$ cat config.mk
export PLATFORM = sky130hd
export DESIGN_NAME = rxr_ring_writer
export DESIGN_NICKNAME = d
export VERILOG_FILES = /design/src/rtl/rxr_pkg.sv /design/src/rtl/rxr_page_step.sv /design/src/rtl/rxr_status_enc.sv /design/src/rtl/rxr_irq_flags.sv /design/src/rtl/rxr_ring_writer.sv
export SDC_FILE = /design/constraint.sdc
export NUM_CORES = 1
export LEC_CHECK = 0
export BUFFER_PORTS_ARGS = -buffer_cell sky130_fd_sc_hd__clkbuf_2
export CAP_MARGIN = 20
export CORE_MARGIN = 2
export CORE_UTILIZATION = 51
export CTS_CLUSTER_DIAMETER = 50
export CTS_CLUSTER_SIZE = 40
export DETAILED_ROUTE_END_ITERATION = 10
export GPL_ROUTABILITY_DRIVEN = 1
export PLACE_DENSITY = 0.85
export RECOVER_POWER = 25
export SLEW_MARGIN = 0
export SYNTH_ARGS = -nofsm -noshare
export SYNTH_HDL_FRONTEND = slang
export SYNTH_SLANG_ARGS = --single-unit
$ cat constraint.sdc
create_clock -name clk -period 3.8 [get_ports clk]
set_input_delay 0.38 -clock clk [delete_from_list [all_inputs] [get_ports clk]]
set_output_delay 0.38 -clock clk [all_outputs]
set_load 0.02 [all_outputs]
$ cat src/rtl/rxr_pkg.sv
package rxr_pkg;
    typedef enum logic [1:0] {
        ST_IDLE = 2'd0,
        ST_DATA = 2'd1,
        ST_DROP = 2'd2,
        ST_HDR  = 2'd3
    } rxr_state_e;

    localparam int NFLAG   = 3;
    localparam int FLG_OK  = 0;
    localparam int FLG_ERR = 1;
    localparam int FLG_OVW = 2;
endpackage

$ cat src/rtl/rxr_page_step.sv
module rxr_page_step #(
    parameter int PG_W = 8
) (
    input  logic [PG_W-1:0] pg,
    input  logic [PG_W-1:0] first_pg,
    input  logic [PG_W-1:0] stop_pg,
    output logic [PG_W-1:0] nxt_pg
);
    logic [PG_W-1:0] inc;

    always_comb begin
        inc    = pg + PG_W'(1);
        nxt_pg = (inc == stop_pg) ? first_pg : inc;
    end
endmodule

$ cat src/rtl/rxr_status_enc.sv
module rxr_status_enc (
    input  logic       crc_err,
    input  logic       align_err,
    input  logic       fifo_err,
    output logic       any_err,
    output logic [7:0] stat
);
    always_comb begin
        any_err = crc_err | align_err | fifo_err;
        stat    = {4'b0000, fifo_err, align_err, crc_err, ~any_err};
    end
endmodule

$ cat src/rtl/rxr_irq_flags.sv
module rxr_irq_flags #(
    parameter int NF = 3
) (
    input  logic          clk,
    input  logic          rst_n,
    input  logic [NF-1:0] set,
    input  logic [NF-1:0] clr,
    input  logic [NF-1:0] mask,
    output logic [NF-1:0] flags,
    output logic          irq
);
    logic [NF-1:0] flags_d, flags_q;

    for (genvar i = 0; i < NF; i++) begin : g_flag
        always_comb begin
            flags_d[i] = set[i] ? 1'b1 : (clr[i] ? 1'b0 : flags_q[i]);
        end
        always_ff @(posedge clk) begin
            if (!rst_n) flags_q[i] <= 1'b0;
            else        flags_q[i] <= flags_d[i];
        end
    end

    assign flags = flags_q;
    assign irq   = |(flags_q & mask);
endmodule

$ cat src/rtl/rxr_ring_writer.sv
module rxr_ring_writer #(
    parameter int PG_W  = 8,
    parameter int OFS_W = 8,
    parameter int LEN_W = 16
) (
    input  logic                      clk,
    input  logic                      rst_n,
    input  logic [PG_W-1:0]           ring_first_pg,
    input  logic [PG_W-1:0]           ring_stop_pg,
    input  logic [PG_W-1:0]           bound_pg,
    input  logic                      keep_bad,
    input  logic [rxr_pkg::NFLAG-1:0] irq_mask,
    input  logic [rxr_pkg::NFLAG-1:0] flag_clr,
    input  logic                      cur_set,
    input  logic [PG_W-1:0]           cur_set_pg,
    input  logic                      fr_valid,
    input  logic                      fr_sof,
    input  logic                      fr_eof,
    input  logic [7:0]                fr_data,
    input  logic                      fr_crc_err,
    input  logic                      fr_align_err,
    input  logic                      fr_fifo_err,
    output logic                      mem_we,
    output logic [PG_W+OFS_W-1:0]     mem_addr,
    output logic [7:0]                mem_wdata,
    output logic [PG_W-1:0]           cur_pg,
    output logic [rxr_pkg::NFLAG-1:0] irq_flags,
    output logic                      irq
);
    import rxr_pkg::*;

    localparam int AW      = PG_W + OFS_W;
    localparam int HDR_LEN = 4;
    localparam int HIDX_W  = $clog2(HDR_LEN);

    typedef struct packed {
        rxr_state_e       st;
        logic [AW-1:0]    wa;
        logic [LEN_W-1:0] len;
        logic [HIDX_W-1:0] hidx;
        logic [PG_W-1:0]  nxt;
        logic [7:0]       stat;
        logic [PG_W-1:0]  cur;
        logic             we;
        logic [AW-1:0]    addr;
        logic [7:0]       wd;
    } regs_t;

    regs_t r_d, r_q;

    logic [AW-1:0]    byte_addr;
    logic [PG_W-1:0]  step_pg;
    logic             pg_end;
    logic [AW-1:0]    addr_inc;
    logic [LEN_W-1:0] len_base;
    logic [LEN_W-1:0] hdr_cnt;
    logic             any_err;
    logic [7:0]       stat_now;
    logic [NFLAG-1:0] flag_set;

    // Byte address of the incoming byte: fresh frames start past the header.
    assign byte_addr = (r_q.st == ST_IDLE) ? {r_q.cur, OFS_W'(HDR_LEN)} : r_q.wa;
    assign pg_end    = &byte_addr[OFS_W-1:0];
    assign addr_inc  = pg_end ? {step_pg, {OFS_W{1'b0}}} : byte_addr + AW'(1);
    assign len_base  = (r_q.st == ST_IDLE) ? '0 : r_q.len;
    assign hdr_cnt   = r_q.len + LEN_W'(HDR_LEN);

    rxr_page_step #(.PG_W(PG_W)) u_step (
        .pg       (byte_addr[AW-1:OFS_W]),
        .first_pg (ring_first_pg),
        .stop_pg  (ring_stop_pg),
        .nxt_pg   (step_pg)
    );

    rxr_status_enc u_stat (
        .crc_err   (fr_crc_err),
        .align_err (fr_align_err),
        .fifo_err  (fr_fifo_err),
        .any_err   (any_err),
        .stat      (stat_now)
    );

    always_comb begin
        r_d      = r_q;
        r_d.we   = 1'b0;
        flag_set = '0;

        if (cur_set) r_d.cur = cur_set_pg;

        unique case (r_q.st)
            ST_IDLE, ST_DATA: begin
                if (fr_valid && (fr_sof || r_q.st == ST_DATA)) begin
                    r_d.we   = 1'b1;
                    r_d.addr = byte_addr;
                    r_d.wd   = fr_data;
                    r_d.len  = len_base + LEN_W'(1);
                    if (fr_eof) begin
                        if (step_pg == bound_pg) begin
                            flag_set[FLG_OVW] = 1'b1;
                            r_d.st            = ST_IDLE;
                        end else if (any_err && !keep_bad) begin
                            flag_set[FLG_ERR] = 1'b1;
                            r_d.st            = ST_IDLE;
                        end else begin
                            r_d.st   = ST_HDR;
                            r_d.hidx = '0;
                            r_d.nxt  = step_pg;
                            r_d.stat = stat_now;
                        end
                    end else if (pg_end && step_pg == bound_pg) begin
                        flag_set[FLG_OVW] = 1'b1;
                        r_d.st            = ST_DROP;
                    end else begin
                        r_d.st = ST_DATA;
                        r_d.wa = addr_inc;
                    end
                end
            end
            ST_DROP: begin
                if (fr_valid && fr_eof) r_d.st = ST_IDLE;
            end
            ST_HDR: begin
                r_d.we   = 1'b1;
                r_d.addr = {r_q.cur[PG_W-1:0], OFS_W'(r_q.hidx)};
                case (r_q.hidx)
                    2'd0:    r_d.wd = r_q.stat;
                    2'd1:    r_d.wd = 8'(r_q.nxt);
                    2'd2:    r_d.wd = hdr_cnt[7:0];
                    default: r_d.wd = hdr_cnt[15:8];
                endcase
                r_d.hidx = r_q.hidx + HIDX_W'(1);
                if (r_q.hidx == HIDX_W'(HDR_LEN - 1)) begin
                    r_d.cur = r_q.nxt;
                    r_d.st  = ST_IDLE;
                    if (r_q.stat[0]) flag_set[FLG_OK]  = 1'b1;
                    else             flag_set[FLG_ERR] = 1'b1;
                end
            end
            default: r_d.st = ST_IDLE;
        endcase
    end

    always_ff @(posedge clk) begin
        if (!rst_n) begin
            r_q      <= '0;
            r_q.st   <= ST_IDLE;
        end else begin
            r_q <= r_d;
        end
    end

    rxr_irq_flags #(.NF(NFLAG)) u_flags (
        .clk   (clk),
        .rst_n (rst_n),
        .set   (flag_set),
        .clr   (flag_clr),
        .mask  (irq_mask),
        .flags (irq_flags),
        .irq   (irq)
    );

    assign mem_we    = r_q.we;
    assign mem_addr  = r_q.addr;
    assign mem_wdata = r_q.wd;
    assign cur_pg    = r_q.cur;
endmodule

==> results.yml, run 1 <==
global_routing:
  grtUsageTotal_pct: 26.6
  antenna_found_initial: 0
  grt_first_pass_wirelength_mm: 24.1
  grt_remaining_overflow: 0
  grt_pass1_vias: 4907
  grt_max_degree: 66
logic_synthesis:
  synth_seq_cells: 84
  seq_area_frac_synth_pct: 31.3
  syn_area_sq_um: 5380
  syn-num-nets: 723
  synth-edff-count: 0
  syn_avg_cell_area_sq_um: 8.16
  post_synth_num_cell_types: 68
  synth-async-reset-ratio_pct: 0
  synthFlopType: "dfxtp_1"
  syn_inst: 659
  yosys_warnings: 0
placed_design:
  hpwl_mm: 11.4
  portBuffers: 92
  dp.cells: 839
  dp_slack_ns: 0.00443
  gp_congestion: 0.970
route:
  wl_mm: 15.3
  ant_nets: 0
  wl_per_cell_microns: 17.8
  avgViaCountPerCell: 6.03
  num_vias: 5188
  drc: 0
  drt_iter0_drc: 545
  drt_first_pass_iters: 6
worst_setup_path:
  crit_arrival_ns: 3.97
  worst-r2r-setup-slack_ns: 0.12
  cp_max_fo: 11
  crit_path_start_kind: "flip-flop"
  rr_worst_depth: 14
  critPathMostFrequentCell: "mux2i_1"
  path_class: "reg -> reg"
  cpMaxStageDelayCell: "or4_1"
  cp-end-kind: "flip-flop"
  max_stage_delay_ns: 0.59
  reg2reg_to: "r_q[41]"
  cp.required_ns: 4.09
  r2r-start: "r_q[84]"
  cp_cell_sequence: "or3b_4 > and2_1 > inv_2 > ha_2 > inv_1 > a21oi_2 > xnor3_1 > a211o_1 > or4_1 > mux2i_1 > buf_4 > a211o_4 > buf_12 > mux2i_1"
outcome:
  status: "finished, final reports clean"
sta:
  setup_ws_ns: 0.115
  fin_crit_sh_pct: 97.0
  clock_skew_ns: 0.00661
  hold_viol: 0
  worstMarginPinSlew_ns: 1.07
  fmax_ghz: 0.271
  setup_viol_count_final: 0
  fin_hold_ws_ns: 0.273
  period_minus_slack_ns: 3.68
  relSlewSlack_pct: 28.8
  slew_viol_final: 0
  tns_ns: 0
clocking:
  htreeDepth: 3
  clk-insertion-delay-late_ns: 0.37
  cts_root_buffer: "clkbuf_8"
  ctsHoldBuffers: 0
  clkTransAtPathRegs_ns: 0.10
  clock_sinks: 84
  cts_buffers: 9
  clockBufferDepth: 2
  cts_tree: "built"
hold_path:
  hold_path_class: "in -> reg"
  hold_depth: 3
  whs_endpoint: "u_flags.flags[2]"
  min_from: "flag_clr[2]"
layout:
  final_cells: 860
  final_net_count: 783
  antenna_cells: 0
  area.growth.synth_to_final_pct: 12.2
  drive_above_1_share_pct: 18.5
  final_util_pct: 58.7
floorplanning:
  die_x_microns: 107
  rows: 37
  die_h_microns: 107
  start_util_pct: 52.3
  fp.coreArea_sq_um: 10300
  ios: 93
  dieArea_sq_um: 11400
power_and_ir_drop:
  p_leak_nw: 2.49
  p_per_area_nw_per_um2: 327
  p_sw_mw: 0.641
  p_int_mw: 1.33
  irDropWorstVdd_v: 0.000213
  switching_share_pct: 32.5
  p_seq_share_pct: 47.8
  clockPowerShare_pct: 32.0
  combPwrFrac_pct: 20.1
run:
  maxCapViolations: 0
flip-flops by register name, summed over array words and instances, names as in the netlist:
name and flops:
cur_pg 8, mem_addr 16, mem_wdata 8, mem_we 1
r_q 48, u_flags.flags 3
power by group through the flow:
stage | Sequential [mW] | Clock [mW] | Combinational (mW)
finish | 0.942 | 0.632 | 0.397
global placement | 0.960 | 0 | 0.375
detailed placement | 0.962 | 0 | 0.385
floorplan | 0.952 | 0 | 0.277
CTS | 0.941 | 0.637 | 0.387
global route | 0.946 | 0.676 | 0.425
cell usage in the layout (no fill, tap or decap), types with 4 or more instances in the layout:
master	Yosys	final
a221oi_1	5	5
inv_1	13	12
xnor2_1	28	28
a211oi_1	14	14
nor3_1	10	10
nor4_1	6	6
mux2_2	7	7
a222oi_1	8	8
clkbuf_1	31	29
a31oi_1	4	4
clkbuf_8	0	9
xnor3_1	7	7
o21ai_0	17	17
dfxtp_1	84	83
buf_4	35	33
ha_1	8	7
nand4_1	6	6
a22oi_1	5	5
nand2_1	94	94
and3_1	6	6
xor2_1	21	21
nor2_1	73	73
o211ai_1	10	10
o21ai_1	6	5
mux2i_1	34	34
a21oi_1	18	17
o221ai_1	8	8
o22ai_1	6	6
nand3_1	23	23
clkbuf_2	0	63
a2111oi_0	5	4
and2_1	10	10
Yosys cell counts (all sizes together), types with 2 or more instances:
cell / instances / area share [%]
buf: 46 / 5.9
nand3: 23 / 2.1
xor2: 21 / 3.4
and3: 6 / 0.70
xnor2: 28 / 4.6
xnor3: 7 / 2.9
o22ai: 6 / 0.70
a211oi: 14 / 2.0
a2111oi: 5 / 0.81
ha: 8 / 1.9
mux2: 7 / 1.5
nor2: 74 / 5.2
or4: 3 / 0.49
or3b: 2 / 0.37
nor3: 10 / 0.93
a222oi: 8 / 1.5
inv: 13 / 0.91
o32ai: 2 / 0.33
a221oi: 5 / 0.81
and2: 10 / 1.2
a21oi: 18 / 1.7
dfxtp: 84 / 31
nand2: 94 / 6.6
nor4: 6 / 0.70
mux2i: 34 / 6.3
o221ai: 8 / 1.3
nand2b: 2 / 0.23
a22oi: 6 / 1.1
nand4: 6 / 0.70
o21ai: 23 / 2.1
clkbuf: 31 / 2.2
a32o: 2 / 0.37
o211ai: 10 / 1.4
nand4bb: 3 / 0.63
a211o: 3 / 0.49
a31oi: 5 / 0.70
nor2b: 2 / 0.23
and4: 3 / 0.49
per-stage QoR:
stage	power (mW)	instance area (sq um)
final	1.97	6030
after global routing	2.05	6030
after CTS	1.97	6000
after detailed placement	1.35	5810
after global placement	1.34	5810
after floorplan	1.23	5380
layer usage:
| layer | vias up | track usage, % | routed length (microns) |
|---|---|---|---|
| met5 | - | 0 | 0 |
| met4 | 0 | 9.65 | 379 |
| met3 | 38 | 5.71 | 1120 |
| met2 | 257 | 43.9 | 7340 |
| met1 | 2453 | 34.3 | 6460 |
| li1 | 2440 | - | - |
worst max-delay path, delay by kind of cell (launching register included):
kind | cells | cell delay [ns]
DFF | 1 | 0.34
muxes | 2 | 0.31
and+or+nand+nor | 3 | 1.15
xor gates and xnor gates | 1 | 0.24
adders and majority gates | 1 | 0.20
AOI/OAI and AO/OA | 3 | 0.89
buffers and inverters | 4 | 0.47
worst max path at each step:
stage                 start  depth (start not counted)       to  slack (ns)
detailed placement  r_q[83]                         13  r_q[41]       0.004
finish              r_q[84]                         14  r_q[41]        0.12
CTS                 r_q[83]                         13  r_q[41]        0.02
global route        r_q[84]                         12  r_q[41]       -0.02
global placement    r_q[84]                         12  r_q[47]        0.11
floorplan           r_q[84]                         14  r_q[75]        0.01
layout make-up:
cell class                      count  area [sq um]
Clock buffer                        9           124
Clock inverter                      7          66.3
Fill cell                         955          4240
Inverter                           13          48.8
Multi-Input combinational cell    485          3250
Sequential cell                    84          1680
Tap cell                          136           170
Timing Repair Buffer              126           692
cell families (layout without fill, tap and decap cells):
group / after synthesis / count (layout) / synth area share (%)
fa+ha+maj: 8 / 8 / 1.86
mux: 41 / 41 / 7.80
flops: 84 / 84 / 31.3
buf+inv: 90 / 155 / 8.98
xor+xnor: 56 / 56 / 10.9
simple gates: 252 / 252 / 21.8
compound gates: 128 / 128 / 17.4
timing repair:
| action | 4_1_cts | 5_1_grt |
|---|---|---|
| gates resized for setup | 1 | 6 |
| setup endpoints to repair | 1 | 24 |
| pin swaps | 0 | 4 |
| setup buffers | 0 | 5 |
(Power assumes the default switching activity.)
==> run 2: changes to the inputs <==
--- a/config.mk
+++ b/config.mk
@@ -13,7 +13,7 @@
 export CTS_CLUSTER_SIZE = 40
 export DETAILED_ROUTE_END_ITERATION = 10
 export GPL_ROUTABILITY_DRIVEN = 1
-export PLACE_DENSITY = 0.85
+export PLACE_DENSITY = 0.77
 export RECOVER_POWER = 25
 export SLEW_MARGIN = 0
 export SYNTH_ARGS = -nofsm -noshare
==> run 2 against run 1 <==
Against the previous run: clock skew up 0.011 ns; fmax is 0.21% lower; setup slack got worse by 0.0077 ns; clock-buffer cell count up 2; combinational power is essentially flat; wire length grew 0.40%; via count decreased by 1.7%; clock power increased by 12%; largest power group unchanged.
==> results.yml, run 2 (same netlist as run 1, synthesis figures left out) <==
route:
  drt_iter0_drc: 454
  ant_nets: 0
  avgViaCountPerCell: 5.92
  wl_mm: 15.4
  drt_first_pass_iters: 6
  drc: 0
  num_vias: 5102
  wl_per_cell_microns: 17.8
floorplanning:
  die_x_microns: 107
  dieArea_sq_um: 11400
  rows: 37
  fp.coreArea_sq_um: 10300
  start_util_pct: 52.3
  ios: 93
  die_h_microns: 107
global_routing:
  antenna_found_initial: 0
  grtUsageTotal_pct: 27.0
  grt_max_degree: 66
  grt_remaining_overflow: 0
  grt_pass1_vias: 4815
  grt_first_pass_wirelength_mm: 24.3
clocking:
  clkTransAtPathRegs_ns: 0.10
  ctsHoldBuffers: 0
  clockBufferDepth: 2
  clock_sinks: 84
  cts_tree: "built"
  clk-insertion-delay-late_ns: 0.36
  post-cts-setup-buffers: 0
  cts_root_buffer: "clkbuf_8"
  htreeDepth: 3
  ctsResizeCount: 0
  cts_buffers: 9
sta:
  hold_viol: 0
  fin_crit_sh_pct: 97.2
  setup_viol_count_final: 0
  period_minus_slack_ns: 3.69
  tns_ns: 0
  relSlewSlack_pct: 28.9
  fmax_ghz: 0.271
  slew_viol_final: 0
  worstMarginPinSlew_ns: 1.07
  clock_skew_ns: 0.0179
worst_setup_path:
  max_stage_delay_ns: 0.55
  cp-end-kind: "flip-flop"
  path_class: "reg -> reg"
  crit_arrival_ns: 3.93
  cpMaxStageDelayCell: "or4_4"
  cp_cell_sequence: "or3b_4 > and2_1 > inv_2 > ha_2 > inv_1 > a21oi_2 > xnor3_1 > a211o_1 > or4_4 > mux2i_1 > buf_4 > a211o_4 > buf_12 > mux2i_1"
  critPathMostFrequentCell: "mux2i_1"
  crit_path_start_kind: "flip-flop"
  cp_max_fo: 9
  r2r-start: "r_q[84]"
  cp.required_ns: 4.04
  critPathLaunch: "r_q[84]"
placed_design:
  hpwl_mm: 11.6
  gp_congestion: 0.986
  dp.cells: 846
  portBuffers: 92
outcome:
  status: "finished, final reports clean"
layout:
  final_common_cell: "nand2_1"
  largest_register: "r_q"
  final_cells: 862
  final_util_pct: 58.9
  drive_above_1_share_pct: 18.2
  final_net_count: 785
  area.growth.synth_to_final_pct: 12.6
  antenna_cells: 0
  largest_register_ffs: 48
  final_cell_mix: "nand2_1 (94), dfxtp_1 (84), nor2_1 (73), clkbuf_2 (63), buf_4 (35)"
power_and_ir_drop:
  p_per_area_nw_per_um2: 338
  p_leak_nw: 2.50
  combPwrFrac_pct: 19.3
  clockPowerShare_pct: 34.6
  p_sw_mw: 0.598
  p_int_mw: 1.45
  irDropWorstVdd_v: 0.000172
  switching_share_pct: 29.2
  p_seq_share_pct: 46.1
run:
  maxCapViolations: 0
hold_path:
  hold_path_class: "in -> reg"
  min_from: "flag_clr[2]"
run 2: cell count changes in the layout (fill, tap and decap cells not counted), moves of 2 or more:
cell       previous run  this run
inv_6                 3         1
inv_8                 2         0
clkbuf_1             29        31
bufinv_16             0         2
buf_4                33        35
run 2: metrics by stage:
| step | hold slack [ns] | worst slack, ns | total power, mW | instance area [sq um] |
|---|---|---|---|---|
| 4_1_cts | 0.269 | 0.00978 | 2.06 | 6080 |
| 5_1_grt | 0.280 | -0.0183 | 2.12 | 6060 |
| 2_1_floorplan | 0.432 | 0.0149 | 1.23 | 5380 |
| 3_3_place_gp | 0.444 | 0.103 | 1.35 | 5860 |
| 3_5_place_dp | 0.452 | 0.0483 | 1.35 | 5860 |
| 6_report | 0.278 | 0.108 | 2.05 | 6060 |
run 2: power groups by stage:
stage / Clock, mW / Combinational, mW / Sequential (mW)
finish: 0.708 / 0.395 / 0.943
floorplan: 0 / 0.277 / 0.952
global placement: 0 / 0.387 / 0.960
detailed placement: 0 / 0.391 / 0.962
global route: 0.751 / 0.424 / 0.946
CTS: 0.722 / 0.394 / 0.942
run 2: path summary, 6_finish.rpt:
check                           depth (start not counted)  slack [ns]          endpoint
worst max register to register                         14        0.11           r_q[44]
worst min register to register                          2        0.46       mem_addr[2]
worst min-delay path                                    3        0.28  u_flags.flags[2]
worst max-delay path                                   14        0.11           r_q[44]
run 2: cell type report:
cell class                 count  area (sq um)
sequential                    84          1680
fill                         959          4220
timing repair buffer         128           707
clock inverter                 5          85.1
clock buffer                  11           131
inverter                      13          48.8
multi-input combinational    485          3230
tap                          136           170
run 2: routing by layer:
layer	share of wire [%]	wire, microns	vias up	global-route usage, %
li1	-	-	2443	-
met1	44	6720	2424	36.7
met2	47	7170	212	43.5
met3	7.5	1160	23	4.26
met4	1.9	295	0	9.18
met5	0	0	-	0
run 2: worst max-delay path, delay by kind of cell (launching register included):
family	cells	cell delay, ns
xor gates and xnor gates	1	0.35
muxes	2	0.24
buffers and inverters	4	0.46
DFF	1	0.35
and+or+nand+nor	3	1.12
adders and majority gates	1	0.20
AOI/OAI and AO/OA	3	0.81
